==> config.mk <==
export PLATFORM = sky130hd
export DESIGN_NAME = adc_result_fmt
export DESIGN_NICKNAME = d
export VERILOG_FILES = /design/src/rtl/adc_fmt_pkg.sv /design/src/rtl/adc_fmt_ctrl.sv /design/src/rtl/adc_fmt_datapath.sv /design/src/rtl/adc_result_fmt.sv
export SDC_FILE = /design/constraint.sdc
export NUM_CORES = 1
export LEC_CHECK = 0
export BUFFER_PORTS_ARGS = -buffer_cell sky130_fd_sc_hd__buf_2
export CORE_MARGIN = 1
export CORE_UTILIZATION = 48
export CTS_CLUSTER_SIZE = 40
export DETAILED_ROUTE_END_ITERATION = 8
export PLACE_DENSITY = 0.77
export SLEW_MARGIN = 20
export SYNTH_ARGS = -nofsm -noshare
export SYNTH_HDL_FRONTEND = slang
export SYNTH_HIERARCHICAL = 1
export SYNTH_SLANG_ARGS = --single-unit
==> constraint.sdc <==
create_clock -name clk -period 1.9 [get_ports clk]
set_input_delay 0.19 -clock clk [delete_from_list [all_inputs] [get_ports clk]]
set_output_delay 0.19 -clock clk [all_outputs]
set_load 0.01 [all_outputs]
==> src/rtl/adc_fmt_pkg.sv <==
package adc_fmt_pkg;
  typedef enum logic [1:0] {
    FMT_TOP    = 2'b00,
    FMT_BOTTOM = 2'b01,
    FMT_SIGNED = 2'b10,
    FMT_BYTE   = 2'b11
  } fmtMode_t;

  typedef struct packed {
    logic     store;
    fmtMode_t fmtMode;
  } dpCtrl_t;
endpackage

==> src/rtl/adc_fmt_ctrl.sv <==
module adc_fmt_ctrl
  import adc_fmt_pkg::*;
(
  input  logic     clk,
  input  logic     rst_n,
  input  logic     convDone,
  input  logic [1:0] modeSel,
  input  logic     rdHigh,
  input  logic     rdLow,
  output dpCtrl_t  dpCtrl,
  output logic     lockArmed,
  output logic     resultValid
);
  fmtMode_t curMode;
  fmtMode_t lastMode;
  logic     modeChange;
  logic     multiByte;
  logic     blocked;
  logic     storeNow;

  assign curMode    = fmtMode_t'(modeSel);
  assign modeChange = (curMode != lastMode);
  assign multiByte  = (curMode != FMT_BYTE);
  // reads of the high byte in this cycle also protect the pair
  assign blocked    = multiByte && !modeChange && (lockArmed || rdHigh) && !rdLow;
  assign storeNow   = convDone && !blocked;

  assign dpCtrl.store   = storeNow;
  assign dpCtrl.fmtMode = curMode;

  always_ff @(posedge clk or negedge rst_n) begin
    if (!rst_n) begin
      lastMode    <= FMT_TOP;
      lockArmed   <= 1'b0;
      resultValid <= 1'b0;
    end else begin
      lastMode <= curMode;
      if (modeChange || !multiByte || rdLow)
        lockArmed <= 1'b0;
      else if (rdHigh)
        lockArmed <= 1'b1;
      if (storeNow)
        resultValid <= 1'b1;
      else if (rdLow)
        resultValid <= 1'b0;
    end
  end


  mode_change_release_chk: assert property (@(posedge clk) disable iff (!rst_n)
    modeChange |=> !lockArmed);


  byte_mode_no_lock_chk: assert property (@(posedge clk) disable iff (!rst_n)
    (modeSel == 2'b11) |=> !lockArmed || (modeSel != 2'b11));
endmodule

==> src/rtl/adc_fmt_datapath.sv <==
module adc_fmt_datapath
  import adc_fmt_pkg::*;
#(
  parameter int RES_W  = 10,
  parameter int BYTE_W = 8
) (
  input  logic              clk,
  input  logic              rst_n,
  input  dpCtrl_t           dpCtrl,
  input  logic [RES_W-1:0]  convData,
  output logic [BYTE_W-1:0] regHigh,
  output logic [BYTE_W-1:0] regLow
);
  localparam int SPILL_W = RES_W - BYTE_W;
  localparam int PAD_W   = BYTE_W - SPILL_W;

  logic [BYTE_W-1:0] topByte;
  logic [BYTE_W-1:0] nextHigh;
  logic [BYTE_W-1:0] nextLow;

  assign topByte = convData[RES_W-1 -: BYTE_W];

  always_comb begin
    nextHigh = '0;
    nextLow  = '0;
    unique case (dpCtrl.fmtMode)
      FMT_TOP: begin
        nextHigh = topByte;
        nextLow  = {convData[SPILL_W-1:0], {PAD_W{1'b0}}};
      end
      FMT_BOTTOM: begin
        nextHigh = {{PAD_W{1'b0}}, convData[RES_W-1 -: SPILL_W]};
        nextLow  = convData[BYTE_W-1:0];
      end
      FMT_SIGNED: begin
        nextHigh = {~topByte[BYTE_W-1], topByte[BYTE_W-2:0]};
        nextLow  = {convData[SPILL_W-1:0], {PAD_W{1'b0}}};
      end
      FMT_BYTE: begin
        nextHigh = '0;
        nextLow  = topByte;
      end
      default: begin
        nextHigh = '0;
        nextLow  = '0;
      end
    endcase
  end

  always_ff @(posedge clk or negedge rst_n) begin
    if (!rst_n) begin
      regHigh <= '0;
      regLow  <= '0;
    end else if (dpCtrl.store) begin
      regHigh <= nextHigh;
      regLow  <= nextLow;
    end
  end


  byte_mode_high_zero_chk: assert property (@(posedge clk) disable iff (!rst_n)
    (dpCtrl.store && dpCtrl.fmtMode == FMT_BYTE) |=> (regHigh == '0));
endmodule

==> src/rtl/adc_result_fmt.sv <==
module adc_result_fmt
  import adc_fmt_pkg::*;
#(
  parameter int RES_W  = 10,
  parameter int BYTE_W = 8
) (
  input  logic              clk,
  input  logic              rst_n,
  input  logic              convDone,
  input  logic [RES_W-1:0]  convData,
  input  logic [1:0]        modeSel,
  input  logic              rdHigh,
  input  logic              rdLow,
  output logic [BYTE_W-1:0] regHigh,
  output logic [BYTE_W-1:0] regLow,
  output logic              resultValid
);
  dpCtrl_t dpCtrl;
  logic    lockArmed;

  adc_fmt_ctrl u_ctrl (
    .clk(clk), .rst_n(rst_n), .convDone(convDone), .modeSel(modeSel),
    .rdHigh(rdHigh), .rdLow(rdLow), .dpCtrl(dpCtrl),
    .lockArmed(lockArmed), .resultValid(resultValid)
  );

  adc_fmt_datapath #(.RES_W(RES_W), .BYTE_W(BYTE_W)) u_dp (
    .clk(clk), .rst_n(rst_n), .dpCtrl(dpCtrl), .convData(convData),
    .regHigh(regHigh), .regLow(regLow)
  );


  locked_hold_chk: assert property (@(posedge clk) disable iff (!rst_n)
    (lockArmed && convDone && !rdLow && modeSel != 2'b11 && $stable(modeSel))
      |=> ($stable(regHigh) && $stable(regLow)));


  byte_mode_store_chk: assert property (@(posedge clk) disable iff (!rst_n)
    (convDone && modeSel == 2'b11)
      |=> (regLow == $past(convData[RES_W-1 -: BYTE_W])));


  valid_source_chk: assert property (@(posedge clk) disable iff (!rst_n)
    $rose(resultValid) |-> $past(convDone));


  valid_clear_chk: assert property (@(posedge clk) disable iff (!rst_n)
    (rdLow && !convDone) |=> !resultValid);
endmodule

==> metrics.md <==
| Metric | Value |
|---|---|
| Crit-path max FO | 13 |
| Quantity of I/O buffers inserted on ports | 33 |
| Largest family of logic cells by synthesized area | simple AND/OR/NAND/NOR gates |
| WP data arrival | 1910 ps |
| Clock latency on the worst-skew pair | 290 ps |
| Final setup viols | 0 |
| Syn nets | 108 |
| Flops & latches, synth | 20 |
| Synth Flop Type | dfrtp_1 |
| Layout area overhead | 18.7% |
| Startpoint Class | flip-flop |
| Cell internal pwr | 623 uW |
| Pleak | 0.000590 uW |
| Critical path's slowest cell | dfrtp_1 |
| Simple-gate portion of the synthesized area | 0.138 |
| Die H | 47.4 microns |
| Skew final | 2.89 ps |
| Drt drc | 0 |
| Synth cell types | 19 |
| Headroom to the max-slew limit | 0.697 |
| CTS tree | yes |
| Ys Warns | 6 |
| # diodes | 0 |
| Ys async rst share | 1.00 |
| Sequential share of the synthesized area | 0.505 |
| FP Rows | 16 |
| Final Power | 867 uW |
| Die area | 2250 sq um |
| Crit-path leading delay family | simple AND/OR/NAND/NOR gates |
| Hpwl dp | 1480 microns |
| Sequential cell area | 500 sq um |
| Max Clk Rate | 586 MHz |
| Syn avg cell area | 10.9 sq um |
| Die Span X | 47.4 microns |
| Pwr Density | 737 nW/um^2 |
| Worst Path Class, Setup | reg -> reg |
| Share of layout cells above drive strength 1 | 0.350 |
| Initial DRC count | 15 |
| RSZ-0062 raised after global routing | no |
| Mux contribution to synthesized area | 0.0808 |
| Vias in the first global route | 762 |
| Clk slew on worst S/H paths | 100 ps |
| Max cap viols | 0 |
| Area share of fa/ha/maj cells after synthesis | 0 |
| Commonest cells after routing, fill and taps aside | 33 x buf_2, 20 x dfrtp_1, 14 x inv_1 |
| H-tree Lvls | 1 |
| First-pass GRT wire length | 3200 microns |
| Clock power frac | 0.222 |
| GR Overflow Total | 0 |
| Core Box Area | 1940 sq um |
| Commonest non-fill, non-tap cell in the layout | buf_2 |
| Hold Fails Final Rpt | 0 |
| Sw Pwr | 244 uW |
| Outcome | complete, no violations |
| Min-Delay Path Class | in -> reg |
| Nets | 142 |
| Setup TNS Final | 0 ps |
| Post-synthesis xor/xnor area fraction | 0.0177 |
| Wirelength per Cell | 13.3 microns |
| Peak supply drop | 418 uV |
| DRT Wirelength | 1990 microns |
| CTS Sinks | 20 |
| Post-CTS resize count | 0 |
| Post-route ant nets | 0 |
| CTS root buf | clkbuf_4 |
| Synthesized area | 991 sq um |
| Initial Util | 0.510 |
| Total CTS buffers | 3 |
| CP required | 2110 ps |
| Compound-gate portion of the synthesized area | 0.136 |
| Drt pass-1 iters | 5 |
| Via count | 757 |
| CP max stage delay | 390 ps |
| Area of the multi-input gates | 369 sq um |
| Cell breakdown of the critical path | or2_4 > a2111oi_4 > nor2_1 > buf_4 > nand2b_1 > o211ai_1 |
| Clock Tree Buf Depth | 2 |
| Total global-route track usage | 0.213 |
| Slew @ Worst Pin | 454 ps |
| Slew Viols, Final | 0 |
| Post-Syn Instances | 91 |
| # IOs | 34 |
| Comb power frac | 0.218 |
| Initial antenna violation count | 0 |
| Gpl congestion | 0.700 |
| Fillcell total | 190 |
| CP Capture Type | flip-flop |
| Post-synth EDFFs | 0 |
| Switching portion of total power | 0.282 |
| WP buf/inv | 1 |
| Period utilization | 0.898 |
| Sequential Power Share | 0.560 |
| Largest net degree at the start of global routing | 21 |
| Fin crit period | 1710 ps |
| Via-to-Cell Ratio | 5.05 |
[worst paths after layout]
path                                                    from                            to  slack (ps)  depth (start not counted)
max in group asynchronous                              rst_n   u_dp/regHigh[5]$_DFFE_PN0P_        1220                          2
worst max-delay path            u_ctrl/lastMode[1]$_DFF_PN0_    u_dp/regLow[6]$_DFFE_PN0P_         190                          6
min in group asynchronous                              rst_n   u_dp/regHigh[0]$_DFFE_PN0P_         370                          2
worst max register to register  u_ctrl/lastMode[1]$_DFF_PN0_    u_dp/regLow[6]$_DFFE_PN0P_         190                          6
worst min register to register    u_dp/regLow[7]$_DFFE_PN0P_    u_dp/regLow[7]$_DFFE_PN0P_         520                          2
worst min-delay path                                   rdLow  u_ctrl/lockArmed$_DFFE_PN0P_         110                          2
[sequential cells by signal (all words and copies together), names as in the netlist]
signal              count
u_ctrl/lockArmed        1
u_ctrl/lastMode         2
u_dp/regLow             8
u_ctrl/resultValid      1
u_dp/regHigh            8
[metal layers]
metal / up-vias / routed length, microns / track usage
li1: 373 / - / -
met1: 361 / 785 / 0.226
met2: 21 / 1100 / 0.386
met3: 2 / 88 / 0.0453
met4: 0 / 15 / 0.120
met5: - / 0 / 0
[power groups by stage]
stage               combinational [uW]  clock (uW)  sequential [uW]
global route                       212         220              491
detailed placement                 189           0              495
global placement                   184           0              492
finish                             189         192              486
CTS                                192         206              487
floorplan                         94.4           0              511
[cell type report]
class / instances / area share
inverters: 14 / 0.0447
well taps: 27 / 0.0287
clock buffers: 3 / 0.0191
repair buffers: 37 / 0.168
flip-flops and latches: 20 / 0.426
multi-input cells: 49 / 0.314
[cell usage after synthesis (2+ instances only)]
cell      number  area share
a31oi_1        2       0.013
buf_4          4       0.030
buf_6          3       0.034
dfrtp_1       20        0.51
inv_1         14       0.053
mux2i_1        8       0.081
nand2b_1       5       0.032
nand3b_1      10       0.076
nor2_1         4       0.015
o21ai_0        5       0.025
o22ai_1        8       0.051
[cell families (layout without fill, tap and decap cells)]
group                  after synthesis  after routing
buffers and inverters               22             54
AND/OR/NAND/NOR                     21             21
flip-flops                          20             20
AO/OA/AOI/OAI                       18             18
multiplexers                         8              8
XOR/XNOR                             2              2
[stage by stage]
| step | util | hold WS, ps | setup slack, ps | cell area, sq um | cells |
|---|---|---|---|---|---|
| floorplan | - | -106 | 209 | 991 | 91 |
| global placement | 0.589 | 155 | 293 | 1140 | 146 |
| detailed placement | 0.589 | 167 | 221 | 1140 | 146 |
| CTS | 0.606 | 91.7 | 192 | 1180 | 150 |
| global route | 0.606 | 101 | 77.9 | 1180 | 150 |
| finish | 0.606 | 105 | 194 | 1180 | 150 |
[repair_timing]
item | in CTS | in global routing
setup buffers | 0 | 0
hold buffers | 1 | 0
hold endpoints to repair | 20 | 0
Note: power is estimated with default switching activity, not from simulation.
